$ cat src/rtl/tlb_maint_pkg.sv
package tlb_maint_pkg;

  localparam int REG_W = 32;

  typedef enum logic [1:0] {
    ADDR_PAGE = 2'd0,
    ADDR_ACC  = 2'd1,
    ADDR_MISC = 2'd2,
    ADDR_NONE = 2'd3
  } regSel_e;

  // Strobes from control to datapath
  typedef struct packed {
    logic wrPage;
    logic wrAcc;
    logic wrMisc;
    logic install;
    logic readReq;
    logic loadBack;
    logic pidChg;
  } strobe_t;

endpackage

$ cat src/rtl/tlb_maint_ctrl.sv
module tlb_maint_ctrl
  import tlb_maint_pkg::*;
#(
  parameter int PID_W = 8
) (
  input  logic             clk,
  input  logic             rstN,
  input  logic             regWrEn,
  input  logic [1:0]       regAddr,
  input  logic             loadBit,
  input  logic [PID_W-1:0] newPid,
  input  logic [PID_W-1:0] oldPid,
  input  logic             weNow,
  output strobe_t          st
);

  logic loadPend;

  always_comb begin
    st         = '0;
    st.wrPage  = regWrEn && (regSel_e'(regAddr) == ADDR_PAGE);
    st.wrAcc   = regWrEn && (regSel_e'(regAddr) == ADDR_ACC);
    st.wrMisc  = regWrEn && (regSel_e'(regAddr) == ADDR_MISC);
    st.install = st.wrAcc && weNow;
    st.readReq = st.wrMisc && loadBit;
    st.pidChg  = st.wrMisc && (newPid != oldPid);
    st.loadBack = loadPend;
  end

  always_ff @(posedge clk) begin
    if (!rstN) loadPend <= 1'b0;
    else       loadPend <= st.readReq;
  end

  // loads only follow an array read by one cycle
  a_r6_load_after_read: assert property (@(posedge clk) disable iff (!rstN)
    st.loadBack |-> $past(st.readReq));

endmodule

$ cat src/rtl/tlb_maint_datapath.sv
module tlb_maint_datapath
  import tlb_maint_pkg::*;
#(
  parameter int          NUM_WAYS    = 4,
  parameter int          NUM_SETS    = 32,
  parameter int          VPN_W       = 20,
  parameter int          PFN_W       = 20,
  parameter int          PID_W       = 8,
  parameter int unsigned VALID_LIMIT = 32'h000C_0000,
  localparam int WAY_W  = $clog2(NUM_WAYS),
  localparam int SET_W  = $clog2(NUM_SETS),
  localparam int TAG_W  = VPN_W + 2 + PID_W,
  localparam int DATA_W = PFN_W + 4
) (
  input  logic              clk,
  input  logic              rstN,
  input  strobe_t           st,
  input  logic [1:0]        regAddr,
  input  logic [REG_W-1:0]  regWrData,
  input  logic [TAG_W-1:0]  tlbRdTag,
  input  logic [DATA_W-1:0] tlbRdData,
  output logic [REG_W-1:0]  regRdData,
  output logic              weNow,
  output logic [PID_W-1:0]  pidWr,
  output logic [WAY_W-1:0]  wrWay,
  output logic [SET_W-1:0]  wrSet,
  output logic [TAG_W-1:0]  wrTag,
  output logic [DATA_W-1:0] wrData,
  output logic [WAY_W-1:0]  rdWay,
  output logic [SET_W-1:0]  rdSet,
  output logic              invReq,
  output logic [PID_W-1:0]  invPid
);

  localparam int VPN_LSB  = 2;
  localparam int BASE_LSB = VPN_LSB + VPN_W;
  localparam int BASE_W   = REG_W - BASE_LSB;
  localparam int G_BIT    = DATA_W;
  localparam int WAY_LSB  = PID_W;
  localparam int WE_BIT   = WAY_LSB + WAY_W;

  logic [BASE_W-1:0] pageBase;
  logic [VPN_W-1:0]  vpnWr;
  logic [VPN_W-1:0]  pageVpnRd;
  logic [REG_W-1:0]  accRd;
  logic [REG_W-1:0]  miscRd;
  logic [WAY_W-1:0]  wayNow;
  logic [WAY_W-1:0]  nextWay;
  logic              vpnValid;
  logic [VPN_W-1:0]  rdVpn;
  logic              rdG;
  logic [PID_W-1:0]  rdPid;
  logic              unusedRdValid;

  assign wayNow   = miscRd[WAY_LSB +: WAY_W];
  assign nextWay  = (wayNow == WAY_W'(NUM_WAYS - 1)) ? '0 : wayNow + 1'b1;
  assign weNow    = miscRd[WE_BIT];
  assign vpnValid = (32'(vpnWr) < VALID_LIMIT);

  // install port
  assign wrWay  = wayNow;
  assign wrSet  = vpnWr[SET_W-1:0];
  assign wrTag  = {vpnWr, regWrData[G_BIT], vpnValid, pidWr};
  assign wrData = regWrData[DATA_W-1:0];

  // read port
  assign rdWay = regWrData[WAY_LSB +: WAY_W];
  assign rdSet = vpnWr[SET_W-1:0];

  assign rdVpn         = tlbRdTag[TAG_W-1 -: VPN_W];
  assign rdG           = tlbRdTag[PID_W + 1];
  assign rdPid         = tlbRdTag[PID_W-1:0];
  assign unusedRdValid = tlbRdTag[PID_W];

  always_ff @(posedge clk) begin
    if (!rstN) begin
      pageBase  <= '0;
      vpnWr     <= '0;
      pageVpnRd <= '0;
      accRd     <= '0;
      miscRd    <= '0;
      pidWr     <= '0;
      invReq    <= 1'b0;
      invPid    <= '0;
    end else begin
      invReq <= st.pidChg;
      if (st.pidChg) invPid <= pidWr;
      if (st.wrPage) begin
        pageBase <= regWrData[REG_W-1:BASE_LSB];
        vpnWr    <= regWrData[VPN_LSB +: VPN_W];
      end
      if (st.wrMisc) begin
        miscRd <= regWrData;
        pidWr  <= regWrData[PID_W-1:0];
      end
      if (st.install) miscRd[WAY_LSB +: WAY_W] <= nextWay;
      if (st.loadBack) begin
        accRd              <= {accRd[REG_W-1:G_BIT+1], rdG, tlbRdData};
        miscRd[PID_W-1:0]  <= rdPid;
        pageVpnRd          <= rdVpn;
      end
    end
  end

  always_comb begin
    unique case (regSel_e'(regAddr))
      ADDR_PAGE: regRdData = {pageBase, pageVpnRd, {VPN_LSB{1'b0}}};
      ADDR_ACC:  regRdData = accRd;
      ADDR_MISC: regRdData = miscRd;
      default:   regRdData = '0;
    endcase
  end

  // way select advances and wraps after an install
  a_r5_way_wraps: assert property (@(posedge clk) disable iff (!rstN)
    st.install |=> wayNow == (($past(wayNow) == WAY_W'(NUM_WAYS - 1)) ?
                              '0 : $past(wayNow) + 1'b1));

  // read-back VPN moves only on a load
  a_r9_vpn_holds: assert property (@(posedge clk) disable iff (!rstN)
    !st.loadBack |=> $stable(pageVpnRd));

  // read-back access value moves only on a load
  a_r10_acc_holds: assert property (@(posedge clk) disable iff (!rstN)
    !st.loadBack |=> $stable(accRd));

endmodule

$ cat src/rtl/tlb_maint.sv
module tlb_maint
  import tlb_maint_pkg::*;
#(
  parameter int NUM_WAYS = 4,
  parameter int NUM_SETS = 32,
  parameter int VPN_W    = 20,
  parameter int PFN_W    = 20,
  parameter int PID_W    = 8,
  localparam int WAY_W  = $clog2(NUM_WAYS),
  localparam int SET_W  = $clog2(NUM_SETS),
  localparam int TAG_W  = VPN_W + 2 + PID_W,
  localparam int DATA_W = PFN_W + 4
) (
  input  logic              clk,
  input  logic              rstN,
  input  logic [1:0]        regAddr,
  input  logic              regWrEn,
  input  logic [31:0]       regWrData,
  output logic [31:0]       regRdData,
  output logic              tlbWrEn,
  output logic [WAY_W-1:0]  tlbWrWay,
  output logic [SET_W-1:0]  tlbWrSet,
  output logic [TAG_W-1:0]  tlbWrTag,
  output logic [DATA_W-1:0] tlbWrData,
  output logic              tlbRdEn,
  output logic [WAY_W-1:0]  tlbRdWay,
  output logic [SET_W-1:0]  tlbRdSet,
  input  logic [TAG_W-1:0]  tlbRdTag,
  input  logic [DATA_W-1:0] tlbRdData,
  output logic              invReq,
  output logic [PID_W-1:0]  invPid
);

  localparam int LOAD_BIT = PID_W + WAY_W + 1;

  strobe_t          st;
  logic             weNow;
  logic [PID_W-1:0] pidWr;

  tlb_maint_ctrl #(.PID_W(PID_W)) u_ctrl (
    .clk     (clk),
    .rstN    (rstN),
    .regWrEn (regWrEn),
    .regAddr (regAddr),
    .loadBit (regWrData[LOAD_BIT]),
    .newPid  (regWrData[PID_W-1:0]),
    .oldPid  (pidWr),
    .weNow   (weNow),
    .st      (st)
  );

  tlb_maint_datapath #(
    .NUM_WAYS (NUM_WAYS),
    .NUM_SETS (NUM_SETS),
    .VPN_W    (VPN_W),
    .PFN_W    (PFN_W),
    .PID_W    (PID_W)
  ) u_dp (
    .clk       (clk),
    .rstN      (rstN),
    .st        (st),
    .regAddr   (regAddr),
    .regWrData (regWrData),
    .tlbRdTag  (tlbRdTag),
    .tlbRdData (tlbRdData),
    .regRdData (regRdData),
    .weNow     (weNow),
    .pidWr     (pidWr),
    .wrWay     (tlbWrWay),
    .wrSet     (tlbWrSet),
    .wrTag     (tlbWrTag),
    .wrData    (tlbWrData),
    .rdWay     (tlbRdWay),
    .rdSet     (tlbRdSet),
    .invReq    (invReq),
    .invPid    (invPid)
  );

  assign tlbWrEn = st.install;
  assign tlbRdEn = st.readReq;

  // an invalidate request only follows a control-register write
  a_r11_inv_after_misc: assert property (@(posedge clk) disable iff (!rstN)
    invReq |-> $past(regWrEn && (regAddr == 2'd2)));

endmodule

$ cat config.mk
export PLATFORM = sky130hd
export DESIGN_NAME = tlb_maint
export DESIGN_NICKNAME = d
export VERILOG_FILES = /design/src/rtl/tlb_maint_pkg.sv /design/src/rtl/tlb_maint_ctrl.sv /design/src/rtl/tlb_maint_datapath.sv /design/src/rtl/tlb_maint.sv
export SDC_FILE = /design/constraint.sdc
export NUM_CORES = 1
export LEC_CHECK = 0
export BUFFER_PORTS_ARGS = -buffer_cell sky130_fd_sc_hd__buf_4
export CORE_ASPECT_RATIO = 0.8
export CORE_MARGIN = 3
export CORE_UTILIZATION = 49
export DETAILED_ROUTE_END_ITERATION = 8
export PLACE_DENSITY = 0.79
export SETUP_SLACK_MARGIN = 0.2
export SLEW_MARGIN = 20
export SYNTH_ARGS = -nofsm -noshare
export SYNTH_HDL_FRONTEND = slang
export SYNTH_SLANG_ARGS = --single-unit
$ cat constraint.sdc
create_clock -name clk -period 1.7 [get_ports clk]
set_clock_uncertainty 0.2 [all_clocks]
set_input_delay 0.085 -clock clk [delete_from_list [all_inputs] [get_ports clk]]
set_output_delay 0.085 -clock clk [all_outputs]
set_load 0.02 [all_outputs]
==> results of run 1 <==
-- stage by stage --
stage                     instance area (um2)  hold WS, ns  std cells   util  power [mW]
final                                    8590       0.0486       1051  0.813        7.66
after global routing                     8590       0.0598       1051  0.813        7.87
after CTS                                8490       0.0332       1047  0.803        7.63
after detailed placement                 6870        0.128        921  0.650        3.91
after global placement                   6870        0.118        921  0.650        3.89
after floorplan                          5500       0.0210        649      -        3.55
-- placed cells by master, fill, tap and decap left out, types with 7 or more instances in the layout --
cell type,instances
sky130_fd_sc_hd__a21oi_1,61
sky130_fd_sc_hd__a31oi_1,8
sky130_fd_sc_hd__buf_4,219
sky130_fd_sc_hd__clkbuf_16,17
sky130_fd_sc_hd__dfxtp_1,108
sky130_fd_sc_hd__dfxtp_2,10
sky130_fd_sc_hd__dfxtp_4,7
sky130_fd_sc_hd__dlygate4sd3_1,87
sky130_fd_sc_hd__mux2i_1,82
sky130_fd_sc_hd__nand2_1,173
sky130_fd_sc_hd__nor2_1,37
sky130_fd_sc_hd__nor2b_1,19
sky130_fd_sc_hd__o21ai_0,12
sky130_fd_sc_hd__o21ai_1,18
-- critical path, delay by kind of cell, from the launching register on --
family	cells	cell delay, ns
DFF	1	0.40
muxes	1	0.28
AOI/OAI and AO/OA	1	0.23
xor gates and xnor gates	1	0.20
buffers and inverters	1	0.16
and+or+nand+nor	1	0.05
-- layer usage --
| metal | share of wire | track usage |
|---|---|---|
| met5 | 0 | 0 |
| met4 | 0.029 | 0.127 |
| met3 | 0.078 | 0.0816 |
| met2 | 0.50 | 0.512 |
| met1 | 0.39 | 0.328 |
-- path summary, 6_finish.rpt --
kind | from | to | slack, ns | cells past startpoint
worst max register to register | u_dp.pidWr[2] | u_dp.invPid[2] | 0.09 | 5
worst min register to register | u_dp.pageBase[0] | u_dp.pageBase[0] | 0.25 | 2
worst max-delay path | u_dp.pidWr[2] | u_dp.invPid[2] | 0.09 | 5
worst min-delay path | regWrEn | u_dp.vpnWr[6] | 0.05 | 5
-- cell type report --
| type | instances | area [um2] |
|---|---|---|
| clock buffer | 18 | 439 |
| tap | 140 | 175 |
| antenna | 1 | 2.50 |
| multi-input combinational | 436 | 2640 |
| clock inverter | 14 | 146 |
| timing repair buffer | 313 | 2640 |
| fill | 642 | 1980 |
| inverter | 4 | 15.0 |
| sequential | 125 | 2540 |
-- cells by family after synthesis --
group / Yosys count
adder cells (fa/ha/maj): 1
XOR/XNOR: 8
AND/OR/NAND/NOR: 238
AO/OA/AOI/OAI: 105
buffers and inverters: 89
flip-flops: 125
multiplexers: 83
-- flip-flops by register name (all words and copies together), names as in the netlist --
name             flops
u_dp.invReq          1
u_dp.vpnWr          20
u_dp.pageBase       10
u_ctrl.loadPend      1
u_dp.accRd          25
u_dp.pageVpnRd      20
u_dp.miscRd         32
u_dp.pidWr           8
u_dp.invPid          8
-- power by group through the flow --
stage	Sequential [mW]	Combinational [mW]	Clock (mW)
CTS	3.05	1.00	3.58
detailed placement	3.11	0.798	0
finish	3.05	1.04	3.57
global route	3.06	1.10	3.72
floorplan	3.13	0.417	0
global placement	3.11	0.783	0
-- what timing repair did --
item / CTS / global route
endpoints found under the hold margin: 122 / 0
gates resized for setup: 23 / 31
hold buffers: 87 / 0
pin swaps: 8 / 11
gates cloned: 1 / 0
endpoints found under the setup margin: 17 / 33
setup buffers: 6 / 3
==> flow_summary.rst, run 1 <==
.. list-table::
   :header-rows: 1

   * - Metric
     - Value
   * - Data required time of the worst path
     - 1.83 ns
   * - Total of warnings raised by yosys
     - 0
   * - Top cells by area, synth
     - sky130_fd_sc_hd__dfxtp_1 (46%), sky130_fd_sc_hd__mux2i_1 (15%), sky130_fd_sc_hd__nand2_1 (12%)
   * - Sequential-to-total area share from yosys stat
     - 0.457
   * - Combinational fraction of design power
     - 0.136
   * - Critical path capture point type
     - register
   * - Minimum period implied by the final worst setup slack
     - 1.61 ns
   * - VDD IR-drop max
     - 0.000713 V
   * - Post-Synth Simple-Gate Area
     - 0.181
   * - Count of unique library cells instantiated by Yosys
     - 25
   * - DRC violations left
     - 0
   * - Number of enable flip-flop cells after synthesis
     - 0
   * - Share of synthesized cell area in full adder, half adder and majority cells
     - 0.00228
   * - Power density relative to cell area
     - 891 nW/um2
   * - Initial Util
     - 0.518
   * - Htree depth
     - 4
   * - Share of flip-flops with an asynchronous set or reset after synthesis
     - 0
   * - Post-detailed-route wirelength per cell
     - 17.7 um
   * - Reg clk slew, reported paths
     - 0.06 ns
   * - Global router's overall resource usage
     - 0.288
   * - Die X-Extent
     - 124 um
   * - Number of I/O pins
     - 202
   * - DP HPWL
     - 11.2 mm
   * - Via count of the first global-routing pass
     - 5775
   * - Source-to-sink clock delay at the later pin of the worst-skew pair
     - 0.41 ns
   * - Int Power
     - 5.71 mW
   * - Clock tree from TritonCTS
     - done
   * - Placeable core area
     - 10600 um2
   * - Switching pwr
     - 1.94 mW
   * - Parity-gate share of the synthesized area counting xor and xnor cells
     - 0.0128
   * - Combinational family with the most area after synthesis
     - simple AND/OR/NAND/NOR gates
   * - Initial antenna violation count
     - 1
   * - Critical path start-end classification
     - register to register
   * - Total detailed-routing wirelength
     - 18.6 mm
   * - DIE HEIGHT
     - 101 um
   * - Port Buffer Count
     - 200
   * - Sum Neg Setup Slack
     - 0 ns
   * - Tightest Hold Check Type
     - input port to register
   * - RSZ-0062 raised after global routing
     - true
   * - Detailed-route via count
     - 5634
   * - Pins over their slew limit
     - 0
   * - Die area
     - 12500 um2
   * - Maximum single-stage delay on the critical path
     - 0.40 ns
   * - Outcome
     - finished, final reports clean
   * - Largest net degree at the start of global routing
     - 45
   * - Tightest Pin Transition
     - 0.443 ns
   * - Post-synth design cell area
     - 5480 um2
   * - CTS buffer count
     - 17
   * - Post-synthesis cell count
     - 649
   * - Post-synthesis compound-gate area fraction
     - 0.102
   * - Fraction of layout cells with a size suffix above 1
     - 0.322
   * - Post-synth top area share
     - 0.457
   * - Worst slack at placement
     - 0.121 ns
   * - # rows
     - 33
   * - Fin nets
     - 989
   * - Commonest cells post-synth
     - sky130_fd_sc_hd__nand2_1 (173), sky130_fd_sc_hd__dfxtp_1 (125), sky130_fd_sc_hd__mux2i_1 (83)
   * - Total overflow reported by the global router
     - 0
   * - Crit-path max FO
     - 4
   * - CP startpoint kind
     - register
   * - Worst path setup slack after routing
     - 0.0918 ns
   * - Pre-Repair DR Iteration Count
     - 5
   * - Clock share of power
     - 0.466
   * - Clk Tree Root Cell
     - sky130_fd_sc_hd__clkbuf_16
   * - Switching part of the total
     - 0.254
   * - Leak
     - 3.56 nW
   * - Tightest slew margin relative to the limit
     - 0.704
   * - Chain of cells forming the critical path
     - xor2_4 > nor4_4 > buf_4 > a21oi_4 > mux2i_1
   * - Final RePlAce weighted congestion
     - 0.824
   * - Fmax achieved
     - 622 MHz
   * - Cell with the largest stage delay on the worst path
     - sky130_fd_sc_hd__dfxtp_4
   * - Post-route ant nets
     - 0
   * - Final Hold Vio Count
     - 0
   * - Setup-violating endpoint count in the final report
     - 0
   * - # Max-Cap Violations
     - 0
   * - Cell taking the most area after synthesis
     - sky130_fd_sc_hd__dfxtp_1
   * - CTS Buffer Depth
     - 2
   * - Number of flip-flops and latches in the synthesized netlist
     - 125
   * - Starting DRT DRC Count
     - 368
   * - Final critical-path share of the clock period
     - 0.946
   * - Nets in the synthesized netlist
     - 741
   * - Vias per std cell
     - 5.36
   * - Worst EP arrival
     - 1.74 ns
   * - Area Overhead vs Synth
     - 56.8%
   * - Count leader, synth
     - sky130_fd_sc_hd__nand2_1
   * - Count of clock tree sinks
     - 125
   * - Seq pwr share
     - 0.398
   * - Wire length of the first global-routing pass
     - 28.9 mm
   * - Share of cell area taken by muxes after synthesis
     - 0.152
   * - Flip-flop cell with the highest count after synthesis
     - sky130_fd_sc_hd__dfxtp_1
   * - Mean instance size in the synthesized netlist
     - 8.44 um2
Note: power is estimated with default switching activity, not from simulation.
==> run 2, diff against run 1 <==
==> constraint.sdc (replaced) <==
create_clock -name clk -period 1.7 [get_ports clk]
set_clock_uncertainty 0.2 [all_clocks]
set_input_delay 0.085 -clock clk [delete_from_list [all_inputs] [get_ports clk]]
set_output_delay 0.085 -clock clk [all_outputs]
set_load 0.005 [all_outputs]
==> flow_summary.rst, run 2 (synthesis gave the netlist of run 1 again) <==
.. list-table::
   :header-rows: 1

   * - Metric
     - Value
   * - Fin nets
     - 1025 (+3.6%)
   * - Fraction of layout cells with a size suffix above 1
     - 0.308 (-0.0144)
   * - Largest net degree at the start of global routing
     - 53 (+18%)
   * - Highest-count cells in the layout ignoring fill and taps
     - sky130_fd_sc_hd__buf_4 (216), sky130_fd_sc_hd__nand2_1 (173), sky130_fd_sc_hd__dlygate4sd3_1 (123)
   * - Finished Layout Cells
     - 1086 (+3.3%)
   * - Fraction of met3 tracks used by global routing
     - 0.0800 (-0.00159)
   * - DIE HEIGHT
     - 101 um (unchanged)
   * - Area Overhead vs Synth
     - 63.7%
   * - Reg clk slew, reported paths
     - 0.06 ns (about the same)
   * - Die X-Extent
     - 124 um (unchanged)
   * - CTS Buffer Depth
     - 2 (unchanged)
   * - Placeable core area
     - 10600 um2 (unchanged)
   * - Total power after layout
     - 7.58 mW (-1.0%)
   * - Leak
     - 3.81 nW (+7.0%)
   * - Via count of the first global-routing pass
     - 6051 (+4.8%)
   * - Vias per std cell
     - 5.42 (+1.1%)
   * - Met2 track demand over resource in global routing
     - 0.548 (+0.0361)
   * - Htree depth
     - 4 (unchanged)
   * - DRC violations left
     - 0 (unchanged)
   * - Power density relative to cell area
     - 845 nW/um2 (-5.2%)
   * - VDD IR-drop max
     - 0.000642 V (-10%)
   * - # Max-Cap Violations
     - 0 (unchanged)
   * - Flip-flop count of the largest register, all copies and words added
     - 32 (unchanged)
   * - DP HPWL
     - 11.2 mm (about the same)
   * - Global router's overall resource usage
     - 0.307 (+0.0183)
   * - Detailed-route via count
     - 5884 (+4.4%)
   * - Cell count after placement
     - 921 (unchanged)
   * - Cell with the largest stage delay on the worst path
     - sky130_fd_sc_hd__dfxtp_4
   * - Fmax achieved
     - 562 MHz (-9.6%)
   * - Setup-violating endpoint count in the final report
     - 1 (+1)
   * - Critical path capture point type
     - register
   * - Largest registers in the final layout
     - u_dp.miscRd: 32 flops, u_dp.accRd: 25 flops
   * - Maximum single-stage delay on the critical path
     - 0.38 ns (-0.02 ns)
   * - Wire length of the first global-routing pass
     - 30.5 mm (+5.6%)
   * - RSZ-0062 raised after global routing
     - true
   * - Number of I/O pins
     - 202 (unchanged)
   * - Final RePlAce weighted congestion
     - 0.776 (-5.8%)
   * - Critical path start-end classification
     - register to register
   * - CTS buffer count
     - 17 (unchanged)
   * - Tightest Hold Check Type
     - input port to register
   * - Family with the most delay on the worst path
     - flip-flops
   * - Most frequent standard cell in the layout excluding fill and tap cells
     - sky130_fd_sc_hd__buf_4
   * - Chain of cells forming the critical path
     - xor2_4 > nor4_4 > buf_4 > a21oi_4 > mux2i_1
   * - Worst path setup slack after routing
     - -0.0795 ns (-0.171 ns)
   * - Initial Util
     - 0.518 (unchanged)
   * - # rows
     - 33 (unchanged)
   * - CP startpoint kind
     - register
   * - Port Buffer Count
     - 200 (unchanged)
   * - Die area
     - 12500 um2 (unchanged)
   * - Source-to-sink clock delay at the later pin of the worst-skew pair
     - 0.41 ns (about the same)
   * - Count of clock tree sinks
     - 125 (unchanged)
   * - Pins over their slew limit
     - 0 (unchanged)
   * - Clk Tree Root Cell
     - sky130_fd_sc_hd__clkbuf_16
   * - Worst EP arrival
     - 1.88 ns (+0.14 ns)
   * - Final critical-path share of the clock period
     - 1.05 (+0.101)
   * - Violated checks
     - setup timing
   * - Tightest Pin Transition
     - 0.681 ns (+0.238 ns)
   * - Met1 Usage GRT
     - 0.345 (+0.0178)
   * - Initial antenna violation count
     - 1 (unchanged)
   * - Final Hold Vio Count
     - 0 (unchanged)
   * - Post-detailed-route wirelength per cell
     - 19.1 um (+8.0%)
   * - Number of filler instances in the final layout
     - 562 (-12%)
   * - Peak-usage layer in the global routing report
     - met2
   * - Outcome
     - complete, but fails checks
   * - FF+latch area
     - 2540 um2 (about the same)
   * - Data required time of the worst path
     - 1.80 ns (-0.03 ns)
   * - Post-route ant nets
     - 0 (unchanged)
   * - Minimum period implied by the final worst setup slack
     - 1.78 ns (+0.171 ns)
   * - Worst slack at placement
     - 0.0937 ns (-0.0276 ns)
   * - Starting DRT DRC Count
     - 531 (+44%)
   * - Pre-Repair DR Iteration Count
     - 5 (unchanged)
   * - Area used by multi-input combinational logic
     - 2640 um2 (about the same)
   * - Crit-path max FO
     - 5 (+1)
   * - Tightest slew margin relative to the limit
     - 0.544 (-0.160)
   * - Total detailed-routing wirelength
     - 20.7 mm (+12%)
   * - Register with the most flip-flops
     - u_dp.miscRd
   * - Total overflow reported by the global router
     - 0 (unchanged)
   * - Antenna fix cells
     - 0 (-1)
   * - Critical path buffers and inverters
     - 1 (unchanged)
   * - Clock tree from TritonCTS
     - done
-- run 2: cell types whose count changed in the layout (fill, tap and decap cells not counted), sizes merged --
cell	delta
diode	-1
buf	-1
dlygate4sd3	+36
clkinv	+2
clkinvlp	-5
clkbuf	+4
-- run 2: layer usage --
metal	wire length [um]	part of all wire
met3	1600	0.077
met1	7810	0.38
met4	663	0.032
met2	10600	0.51
met5	13	0.00063
-- run 2: path summary, 6_finish.rpt --
check,to,startpoint,depth (start not counted),slack (ns)
worst min register to register,u_dp.invPid[7],u_dp.invPid[7],2,0.26
worst max register to register,u_dp.invPid[1],u_dp.pidWr[4],5,-0.08
worst max-delay path,u_dp.invPid[1],u_dp.pidWr[4],5,-0.08
worst min-delay path,u_dp.pageBase[2],rstN,4,0.006
-- run 2: power by group --
part	internal [mW]	switching (mW)
combinational	0.558	0.445
sequential	3.00	0.0564
clock	2.19	1.34
total	5.74	1.84
-- run 2: metrics by stage --
step	cell area (um2)	utilization	hold WS, ns	setup TNS [ns]
2_1_floorplan	5480	-	0.0210	0
3_3_place_gp	6840	0.647	0.119	0
3_5_place_dp	6840	0.647	0.132	0
4_1_cts	8760	0.829	-0.0868	0
5_1_grt	8970	0.849	0.0205	-0.111
6_report	8970	0.849	0.00568	-0.0795
-- run 2: final cells by class --
type                            instances  area share
Multi-Input combinational cell        436       0.294
Tap cell                              140      0.0195
Clock inverter                         11      0.0132
Clock buffer                           21      0.0502
Timing Repair Buffer                  349       0.338
Inverter                                4     0.00167
Sequential cell                       125       0.284
-- run 2: timing repair --
action                                 CTS  global route
setup endpoints to repair               12            58
hold buffers                           119             4
endpoints found under the hold margin  124            16
gates resized for setup                 29            40
cloned                                   1             1
pin swaps                                9            13
setup buffers                            3             5
-- run 2: worst reg2reg max path, stage by stage (launching register included) --
cell                      delay, ns
sky130_fd_sc_hd__dfxtp_4       0.38
sky130_fd_sc_hd__xor2_4        0.19
sky130_fd_sc_hd__nor4_4        0.06
sky130_fd_sc_hd__buf_4         0.16
sky130_fd_sc_hd__a21oi_4       0.31
sky130_fd_sc_hd__mux2i_1       0.37
